===== src/rtl/irqd_pkg.sv =====
package irqd_pkg;

    localparam int ADDR_W     = 16;
    localparam int ID_BITS_M1 = 9;
    localparam int CTL_G1     = 1;
    localparam int CTL_ROUTE  = 4;
    localparam int CTL_ONESEC = 6;
    localparam logic [31:0] PID2_WORD = 32'h0000_003B;

    typedef enum logic [3:0] {
        K_ZERO, K_CTRL, K_TYPE, K_IDENT, K_ONES,
        K_SETEN, K_CLREN, K_SETPD, K_CLRPD,
        K_PRIO, K_CFG, K_PID2
    } kind_e;

    typedef struct packed {
        kind_e      kind;
        logic [7:0] widx;
    } hit_t;

    // Raw region decode; range trimming is done in irqd_decode.
    function automatic hit_t classify(input logic [ADDR_W-1:0] off);
        hit_t h;
        h.kind = K_ZERO;
        h.widx = off[9:2];
        if (off[15:2] == 14'd0)             h.kind = K_CTRL;
        else if (off[15:2] == 14'd1)        h.kind = K_TYPE;
        else if (off[15:2] == 14'd2)        h.kind = K_IDENT;
        else if (off[15:7] == 9'd1)         h.kind = K_ONES;
        else if (off[15:7] == 9'd2) begin h.kind = K_SETEN; h.widx = {3'b0, off[6:2]}; end
        else if (off[15:7] == 9'd3) begin h.kind = K_CLREN; h.widx = {3'b0, off[6:2]}; end
        else if (off[15:7] == 9'd4) begin h.kind = K_SETPD; h.widx = {3'b0, off[6:2]}; end
        else if (off[15:7] == 9'd5) begin h.kind = K_CLRPD; h.widx = {3'b0, off[6:2]}; end
        else if (off[15:10] == 6'd1)        h.kind = K_PRIO;
        else if (off[15:8] == 8'h0C) begin h.kind = K_CFG; h.widx = {2'b0, off[7:2]}; end
        else if (off[15:2] == 14'h3FFA)     h.kind = K_PID2;
        return h;
    endfunction

    function automatic logic [15:0] gather_odd(input logic [31:0] v);
        logic [15:0] r;
        for (int k = 0; k < 16; k++) r[k] = v[2*k+1];
        return r;
    endfunction

    function automatic logic [31:0] spread_odd(input logic [15:0] v);
        logic [31:0] r;
        r = '0;
        for (int k = 0; k < 16; k++) r[2*k+1] = v[k];
        return r;
    endfunction

endpackage


===== src/rtl/irqd_decode.sv =====
module irqd_decode
    import irqd_pkg::*;
#(
    parameter int NUM_IRQ = 96
) (
    input  logic [ADDR_W-1:0] addr,
    output hit_t              hit
);
    localparam int BIT_HI  = NUM_IRQ / 32;
    localparam int PRIO_HI = NUM_IRQ / 4;
    localparam int CFG_HI  = NUM_IRQ / 16;

    hit_t raw;

    always_comb begin
        raw = classify(addr);
        hit = raw;
        unique case (raw.kind)
            K_SETEN, K_CLREN, K_SETPD, K_CLRPD: begin
                if (int'(raw.widx) >= 1 && int'(raw.widx) < BIT_HI)
                    hit.widx = raw.widx - 8'd1;
                else
                    hit.kind = K_ZERO;
            end
            K_PRIO: begin
                if (int'(raw.widx) >= 8 && int'(raw.widx) < PRIO_HI)
                    hit.widx = raw.widx - 8'd8;
                else
                    hit.kind = K_ZERO;
            end
            K_CFG: begin
                if (int'(raw.widx) >= 2 && int'(raw.widx) < CFG_HI)
                    hit.widx = raw.widx - 8'd2;
                else
                    hit.kind = K_ZERO;
            end
            default: ;
        endcase
    end
endmodule


===== src/rtl/irqd_bitarr.sv =====
module irqd_bitarr #(
    parameter int WORDS = 2
) (
    input  logic                 clk,
    input  logic                 rst,
    input  logic                 set_we,
    input  logic                 clr_we,
    input  logic [7:0]           widx,
    input  logic [31:0]          wdata,
    output logic [32*WORDS-1:0]  flat
);
    always_ff @(posedge clk) begin
        if (rst) begin
            flat <= '0;
        end else begin
            for (int w = 0; w < WORDS; w++) begin
                if (widx == 8'(w)) begin
                    if (set_we)      flat[32*w +: 32] <= flat[32*w +: 32] | wdata;
                    else if (clr_we) flat[32*w +: 32] <= flat[32*w +: 32] & ~wdata;
                end
            end
        end
    end

    AST_SET_LANDS: assert property (@(posedge clk) disable iff (rst)
        set_we |=> ((flat[32*int'($past(widx)) +: 32] & $past(wdata)) == $past(wdata)));
    AST_CLR_LANDS: assert property (@(posedge clk) disable iff (rst)
        clr_we |=> ((flat[32*int'($past(widx)) +: 32] & $past(wdata)) == 32'd0));
    AST_IDLE_HOLDS: assert property (@(posedge clk) disable iff (rst)
        (!set_we && !clr_we) |=> $stable(flat));
endmodule


===== src/rtl/irqd_attr.sv =====
module irqd_attr
    import irqd_pkg::*;
#(
    parameter int PWORDS = 16,
    parameter int CWORDS = 4
) (
    input  logic        clk,
    input  logic        rst,
    input  logic        prio_we,
    input  logic        cfg_we,
    input  logic [7:0]  widx,
    input  logic [31:0] wdata,
    output logic [31:0] prio_rd,
    output logic [31:0] cfg_rd
);
    logic [32*PWORDS-1:0] pflat;
    logic [16*CWORDS-1:0] cflat;

    always_ff @(posedge clk) begin
        if (rst) begin
            pflat <= '0;
            cflat <= '0;
        end else begin
            for (int w = 0; w < PWORDS; w++)
                if (prio_we && widx == 8'(w)) pflat[32*w +: 32] <= wdata;
            for (int w = 0; w < CWORDS; w++)
                if (cfg_we && widx == 8'(w)) cflat[16*w +: 16] <= gather_odd(wdata);
        end
    end

    assign prio_rd = pflat[32*int'(widx) +: 32];
    assign cfg_rd  = spread_odd(cflat[16*int'(widx) +: 16]);

    AST_PRIO_KEPT: assert property (@(posedge clk) disable iff (rst)
        prio_we |=> (pflat[32*int'($past(widx)) +: 32] == $past(wdata)));
    AST_ATTR_QUIET: assert property (@(posedge clk) disable iff (rst)
        (!prio_we && !cfg_we) |=> ($stable(pflat) && $stable(cflat)));
endmodule


===== src/rtl/irq_dist_regs.sv =====
module irq_dist_regs
    import irqd_pkg::*;
#(
    parameter int          NUM_IRQ    = 96,
    parameter logic [31:0] IDENT_WORD = 32'h0200_043B
) (
    input  logic               clk,
    input  logic               rst,
    input  logic               wr_en,
    input  logic               rd_en,
    input  logic [15:0]        addr,
    input  logic [31:0]        wdata,
    output logic [31:0]        rdata,
    output logic               grp1_en,
    output logic [NUM_IRQ-1:0] irq_req
);
    localparam int SPI_N  = NUM_IRQ - 32;
    localparam int BWORDS = SPI_N / 32;
    localparam int PWORDS = SPI_N / 4;
    localparam int CWORDS = SPI_N / 16;
    localparam int CAP    = (NUM_IRQ > 1024) ? 1024 : NUM_IRQ;
    localparam logic [31:0] TYPE_WORD =
        32'((CAP / 32) - 1) | (32'(ID_BITS_M1) << 19);

    hit_t hit;
    logic [32*BWORDS-1:0] en_flat, pd_flat;
    logic [31:0] prio_rd, cfg_rd, rd_next, ctrl_word;

    irqd_decode #(.NUM_IRQ(NUM_IRQ)) u_dec (.addr(addr), .hit(hit));

    irqd_bitarr #(.WORDS(BWORDS)) u_en (
        .clk(clk), .rst(rst),
        .set_we(wr_en && hit.kind == K_SETEN),
        .clr_we(wr_en && hit.kind == K_CLREN),
        .widx(hit.widx), .wdata(wdata), .flat(en_flat));

    irqd_bitarr #(.WORDS(BWORDS)) u_pd (
        .clk(clk), .rst(rst),
        .set_we(wr_en && hit.kind == K_SETPD),
        .clr_we(wr_en && hit.kind == K_CLRPD),
        .widx(hit.widx), .wdata(wdata), .flat(pd_flat));

    irqd_attr #(.PWORDS(PWORDS), .CWORDS(CWORDS)) u_attr (
        .clk(clk), .rst(rst),
        .prio_we(wr_en && hit.kind == K_PRIO),
        .cfg_we(wr_en && hit.kind == K_CFG),
        .widx(hit.widx), .wdata(wdata),
        .prio_rd(prio_rd), .cfg_rd(cfg_rd));

    always_ff @(posedge clk) begin
        if (rst)                            grp1_en <= 1'b0;
        else if (wr_en && hit.kind == K_CTRL) grp1_en <= wdata[CTL_G1];
    end

    always_comb begin
        ctrl_word = '0;
        ctrl_word[CTL_G1]     = grp1_en;
        ctrl_word[CTL_ROUTE]  = 1'b1;
        ctrl_word[CTL_ONESEC] = 1'b1;
    end

    always_comb begin
        unique case (hit.kind)
            K_CTRL:           rd_next = ctrl_word;
            K_TYPE:           rd_next = TYPE_WORD;
            K_IDENT:          rd_next = IDENT_WORD;
            K_ONES:           rd_next = '1;
            K_SETEN, K_CLREN: rd_next = en_flat[32*int'(hit.widx) +: 32];
            K_SETPD, K_CLRPD: rd_next = pd_flat[32*int'(hit.widx) +: 32];
            K_PRIO:           rd_next = prio_rd;
            K_CFG:            rd_next = cfg_rd;
            K_PID2:           rd_next = PID2_WORD;
            default:          rd_next = '0;
        endcase
    end

    always_ff @(posedge clk) begin
        if (rst)        rdata <= '0;
        else if (rd_en) rdata <= rd_next;
    end

    assign irq_req = {en_flat & pd_flat & {SPI_N{grp1_en}}, 32'b0};

    AST_CTRL_FIXED: assert property (@(posedge clk) disable iff (rst)
        (rd_en && addr[15:2] == 14'd0) |=> (rdata[6] && rdata[4] && !rdata[0]));
    AST_GROUP_ONES: assert property (@(posedge clk) disable iff (rst)
        (rd_en && addr[15:7] == 9'd1) |=> (rdata == 32'hFFFF_FFFF));
    AST_REQ_GATED: assert property (@(posedge clk) disable iff (rst)
        !grp1_en |-> (irq_req == '0));
    AST_RDATA_HOLD: assert property (@(posedge clk) disable iff (rst)
        !rd_en |=> $stable(rdata));
endmodule


===== config.mk =====
export PLATFORM = sky130hd
export DESIGN_NAME = irq_dist_regs
export DESIGN_NICKNAME = d
export VERILOG_FILES = /design/src/rtl/irqd_pkg.sv /design/src/rtl/irqd_decode.sv /design/src/rtl/irqd_bitarr.sv /design/src/rtl/irqd_attr.sv /design/src/rtl/irq_dist_regs.sv
export SDC_FILE = /design/constraint.sdc
export NUM_CORES = 2
export LEC_CHECK = 0
export BUFFER_PORTS_ARGS = -buffer_cell sky130_fd_sc_hd__clkbuf_2
export CAP_MARGIN = 10
export CORE_MARGIN = 8
export CORE_UTILIZATION = 58
export CTS_CLUSTER_SIZE = 25
export DETAILED_ROUTE_END_ITERATION = 10
export MAX_ROUTING_LAYER = met4
export PLACE_DENSITY = 0.76
export RECOVER_POWER = 25
export SKIP_LAST_GASP = 1
export SYNTH_ARGS = -nofsm -noshare
export SYNTH_HDL_FRONTEND = slang
export SYNTH_SLANG_ARGS = --single-unit

===== constraint.sdc =====
create_clock -name clk -period 4.1 [get_ports clk]
set_clock_uncertainty 0.05 [all_clocks]
set_input_delay 0 -clock clk [delete_from_list [all_inputs] [get_ports clk]]
set_output_delay 0 -clock clk [all_outputs]
set_load 0.01 [all_outputs]

# Word level (Yosys, flattened, before mapping)
# Cells that the tools add are included.
# op_classes
add_sub_neg,3
n_lt_le_gt_ge,6
n_eq_ne,42
shifts,4
n_mux,33
bitwise_logic,11
reduce_logical,41
# ops
operator,count
$shiftx 512x14->32,1
$pmux 32 s9,1
$mux 32,8
$and 32x32->32,4
$and 64x64->64,2
$or 32x32->32,4
$shiftx 64x14->32,2
$eq 8x4->1 const B,9
$mux 8,9
$shiftx 64x13->16,1
$mux 12,4
$mux 4,10
$pmux 12 s3,1
$eq 8x3->1 const B,4
$not 32->32,1
$logic_and 1x1->1,30
$eq 4x3->1 const B,7
$eq 4x4->1 const B,7
$eq 9x2->1 const B,2
$eq 9x3->1 const B,2
$eq 8x2->1 const B,2
$eq 14x1->1 const B,1
$eq 14x14->1 const B,1
$eq 14x2->1 const B,1
other kinds (20),26
# totals
register_bits,737
word_cells,166

# Depth between registers and ports, before layout
# depth
word_depth,20
mapped_depth,17
mapped_depth_nobuf,11

# Hierarchy
# From an unflattened synthesis, not the netlist that was laid out.
# unflattened
hier_cells,3802
hier_area_um2,37873.8
# by_module_without_submodules
module,n_inst,cells_each,area_each_um2,seq_area_each_um2
irqd_attr,1,2703,27721.6,11531.1
irqd_bitarr,2,295,2917.8,1281.2
irq_dist_regs,1,378,3448.3,660.6
irqd_decode,1,131,868.3,0.0

# Worst setup path before layout
# OpenSTA, ideal clock, no wires.
# synth_path
path_type,input -> register
startpoint,in addr[6]
endpoint,reg u_attr.cflat[10]
setup_ps,128
arrival_ps,3290
t_required_ps,3922
setup_slack_ps,632
cell_stages,15
n_path_buf,4
cell_sequence,clkbuf_1 -> inv_1 -> ha_1 -> nand3b_1 -> a211o_1 -> or4_1 -> buf_2 -> a221o_1 -> buf_2 -> a21oi_4 -> nand4_4 -> nor4_4 -> buf_4 -> mux2i_1 -> nor2_1
# synth_via
elab_chain_len,18
# synth_rtl
element,line,rtl
start: declaration,irq_dist_regs.sv:11,"input logic [15:0] addr,"
$eq 14x14->1,irqd_pkg.sv:36,else if (off[15:2] == 14'h3FFA) h.kind = K_PID2;
$mux 4,irqd_pkg.sv:36,
$mux 4,irqd_pkg.sv:35,"else if (off[15:8] == 8'h0C) begin h.kind = K_CFG; h.widx = {2'b0, off[7:2]}; end"
$mux 4,irqd_pkg.sv:34,else if (off[15:10] == 6'd1) h.kind = K_PRIO;
$mux 12,irqd_pkg.sv:33,"else if (off[15:7] == 9'd5) begin h.kind = K_CLRPD; h.widx = {3'b0, off[6:2]}; end"
$mux 12,irqd_pkg.sv:32,"else if (off[15:7] == 9'd4) begin h.kind = K_SETPD; h.widx = {3'b0, off[6:2]}; end"
$mux 12,irqd_pkg.sv:31,"else if (off[15:7] == 9'd3) begin h.kind = K_CLREN; h.widx = {3'b0, off[6:2]}; end"
$mux 12,irqd_pkg.sv:30,"else if (off[15:7] == 9'd2) begin h.kind = K_SETEN; h.widx = {3'b0, off[6:2]}; end"
(+2 left out),--,
$mux 4,irqd_pkg.sv:27,else if (off[15:2] == 14'd1) h.kind = K_TYPE;
$mux 4,irqd_pkg.sv:26,if (off[15:2] == 14'd0) h.kind = K_CTRL;
$eq 4x3->1 / $eq 4x4->1 (equally long branches),irqd_decode.sv:18,unique case (raw.kind)
$reduce_or 4->1,irqd_decode.sv:18,
$pmux 12 s3 (*),irqd_decode.sv:18,
$eq 4x4->1,irq_dist_regs.sv:46,".cfg_we(wr_en && hit.kind == K_CFG),"
$logic_and 1x1->1,irq_dist_regs.sv:46,
$logic_and 1x1->1 (*),irqd_attr.sv:27,if (cfg_we && widx == 8'(w)) cflat[16*w +: 16] <= gather_odd(wdata);
end signal: indexed assignment,irqd_attr.sv:27,
end: declaration,irqd_attr.sv:17,logic [16*CWORDS-1:0] cflat;
# Every way passes the cells marked *; elsewhere a longest branch is shown, timed or not.
# A chain may end at the register's enable or synchronous reset.

# Worst setup path in the final report
# layout_path
startpoint,reg grp1_en
endpoint,out irq_req[61]
# layout_via
elab_chain_len,1
# layout_rtl
element,line,rtl
start: declaration,irq_dist_regs.sv:14,"output logic grp1_en,"
start signal: assignment,irq_dist_regs.sv:52,else if (wr_en && hit.kind == K_CTRL) grp1_en <= wdata[CTL_G1];
$and 64x64->64,irq_dist_regs.sv:82,"assign irq_req = {en_flat & pd_flat & {SPI_N{grp1_en}}, 32'b0};"
end: declaration,irq_dist_regs.sv:15,output logic [NUM_IRQ-1:0] irq_req
# No other way between the ends.

==> results.tsv <==
stage	metric	value	unit
worst_setup_path	cp_max_fo	50	
synth	synthMuxAreaShare	19.0	%
worst_setup_path	cp_cell_sequence	clkbuf_1 > and3_1 > clkbuf_1	
synth	yosysWarningCount	0	
synth	synth_flop_cell	dfxtp_1	
synth	synth_compound_area_share	10.8	%
sta	setup_viol	0	
floorplan	ios	181	
flow_run	drv_cap	2	
layout	final_area	39300	um2
power_and_ir_drop	p_int	11.5	mW
global_routing	antenna_found_initial	1	
power_and_ir_drop	p_switching	3.51	mW
route	drt_iter0_markers	3960	
place	io_buffers	146	
route	wl_per_cell	22.7	um
power_and_ir_drop	power.share.switching	23.4	%
route	drc_errors	0	
place	dp_hpwl	71400	um
global_routing	overflow	0	
sta	rsz0062_at_grt	no	
power_and_ir_drop	p_comb_share	5.9	%
route	detail-route-antenna-nets	0	
sta	final.period_utilization	90.6	%
worst_setup_path	worstReg2RegStart	u_attr.pflat[251]$_SDFFE_PP0P_	
synth	synth.yosys.seq_area_share	42.1	%
worst_setup_path	critPathLaunchType	register	
power_and_ir_drop	ir_drop	0.000241	V
route	viasPerCell	6.24	
layout	nets	4188	
sta	slew_headroom	-40.9	%
power_and_ir_drop	clock_power_share	46.4	%
worst_setup_path	rrSetupSlack	2050	ps
clock_network	cts.path.max_buffers	3	
route	vias	30988	
layout	layout-drive-gt1-share	9.76	%
floorplan	fp.dieH	262	um
global_routing	gr-usage-all-layers	32.9	%
place	dpl_cell_area	36700	um2
hold_path	hold_start	wdata[3]	
worst_setup_path	arrival	3660	ps
worst_setup_path	endpoint_kind	output pin	
worst_setup_path	cp_common_cell	clkbuf_1	
worst_setup_path	slowest_delay	1570	ps
clock_network	tritoncts	yes	
synth	synth_edf_count	0	
layout	mostFrequentLayoutCell	nand2_1	
floorplan	fp.dieW	262	um
worst_setup_path	rr_worst_depth	4	
synth	syn_avg_cell_area	8.54	um2
clock_network	cts.sinks	737	
synth	synth-xor-area-share	0.0250	%
worst_setup_path	cp.required	4050	ps
hold_path	min_to	u_attr.pflat[323]$_SDFFE_PP0P_	
clock_network	cts_resized	0	
place	gp_congestion	0.951	
sta	fin_setup_tns	0	ps
clock_network	cts_buffers	76	
worst_setup_path	path_delay_family	buffers and inverters	
clock_network	cts-root-buf	clkbuf_16	
hold_path	min_delay_path_depth	3	
synth	async_reset_ff_share	0	%
power_and_ir_drop	p_seq_share	47.7	%
power_and_ir_drop	p_leak	14.2	nW
power_and_ir_drop	power.density	382	nW/um2
worst_setup_path	critPathBufInv	2	
worst_setup_path	critPathSlowestCell	clkbuf_1	
sta	tightest_slew	2110	ps
clock_network	htreeDepth	3	
hold_path	min_path_type	in2reg	
worst_setup_path	rr_endpoint	rdata[27]$_SDFFE_PP0P_	
clock_network	clk_latency	620	ps
floorplan	design.core.area	60000	um2
synth	mappedNetlistArea	35000	um2
sta	final_max_slew_viol_count	130	
route	wl	113000	um
worst_setup_path	critPathKind	reg2out	
synth	ys_types	76	
synth	synth_top_family_by_area	simple AND/OR/NAND/NOR gates	
status	status	complete, but fails checks	
route	drt-pass1-iter-count	8	
layout	layout_common_cells	nand2_1 (833), dfxtp_1 (737), mux2i_1 (581)	
clock_network	path_clk_slew	60	ps
synth	ys_ff_latch	737	
global_routing	grt_max_degree	169	
floorplan	placementRows	90	
global_routing	grt_pass1_wl	173000	um
floorplan	initial_core_util	58.3	%
synth	yosys.area_share.simple	22.1	%
status	violations	max-capacitance violations, max-slew violations	
sta	final.min_clock_period	3710	ps
sta	fin_hold_ws	76.4	ps
global_routing	grt_pass1_vias	29346	
synth	synthCells	4101	
sta	hold_viol_final	0	
layout	areaGrowthSynthToFinish	12.4	%
sta	maxClockFrequency	269	MHz
floorplan	die_area	68500	um2
synth	synthAdderAreaFrac	0.322	%
-- synth_stat cells (34+ instances only) --
| cell | n | area share, % |
|---|---|---|
| a211oi_1 | 41 | 0.88 |
| a21oi_1 | 250 | 3.6 |
| a221oi_1 | 60 | 1.5 |
| a311oi_1 | 34 | 0.85 |
| and3_1 | 102 | 1.8 |
| buf_2 | 76 | 1.1 |
| buf_4 | 53 | 1.1 |
| clkbuf_1 | 264 | 2.8 |
| dfxtp_1 | 737 | 42 |
| mux2i_1 | 581 | 17 |
| mux4_2 | 37 | 2.4 |
| nand2_1 | 834 | 8.9 |
| nand2b_1 | 135 | 2.4 |
| nand3_1 | 98 | 1.4 |
| nor2_1 | 443 | 4.7 |
| o21ai_0 | 39 | 0.56 |
-- tightest hold or removal path: stages --
cell and delay [ps]:
clkbuf_2 440, nand2_1 180, a21oi_1 50
-- metrics by stage --
stage                     cells  util [%]  power [mW]  worst slack [ps]
final                      4966      65.6        15.0               387
after global routing       4965      65.6        15.4               192
after CTS                  4964      65.9        15.0               762
after detailed placement   4797      61.2        8.15               130
after global placement     4797      61.2        8.15               213
after floorplan            4132         -        7.86               632
-- power groups by stage --
stage                     clock network (mW)  registers (mW)  logic, mW
after floorplan                            0            7.32      0.538
after global placement                     0            7.32      0.833
after detailed placement                   0            7.32      0.832
after CTS                               7.02            7.16      0.863
after global routing                    7.30            7.16      0.928
final                                   6.97            7.16      0.889
-- cells by family after synthesis --
group,after synthesis
mux,618
xor+xnor,1
buf+inv,434
fa+ha+maj,9
flops,737
other cells,1
simple gates,1737
compound gates,564
-- how the worst max path moves through the flow --
| stage | from | end | slack, ps | cells after the start |
|---|---|---|---|---|
| 2_1_floorplan | addr[6] | u_attr.cflat[10]$_SDFFE_PP0P_ | 630 | 15 |
| 3_3_place_gp | addr[9] | rdata[15]$_SDFFE_PP0P_ | 210 | 11 |
| 3_5_place_dp | addr[9] | rdata[23]$_SDFFE_PP0P_ | 130 | 11 |
| 4_1_cts | addr[3] | rdata[13]$_SDFFE_PP0P_ | 760 | 13 |
| 5_1_grt | addr[9] | rdata[15]$_SDFFE_PP0P_ | 190 | 11 |
| 6_report | grp1_en$_SDFFE_PP0P_ | irq_req[61] | 390 | 3 |
-- cell type report --
type | count | area (um2)
well taps | 782 | 978
multi-input cells | 2961 | 18500
clock buffers | 115 | 2260
fillers | 4898 | 20700
diodes | 2 | 5.00
repair buffers | 336 | 2560
clock inverters | 18 | 223
flip-flops and latches | 737 | 14800
inverters | 15 | 56.3
-- routing by layer --
metal	global-route usage (%)	routed length, um
met1	42.1	46000
met3	4.70	10000
met2	51.4	51500
met4	15.5	5410
met5	-	0
-- timing repair --
| item | CTS | global route |
|---|---|---|
| hold buffers | 34 | 0 |
| endpoints found under the hold margin | 344 | 0 |
| buffers inserted | 0 | 0 |
(Power assumes the default switching activity.)
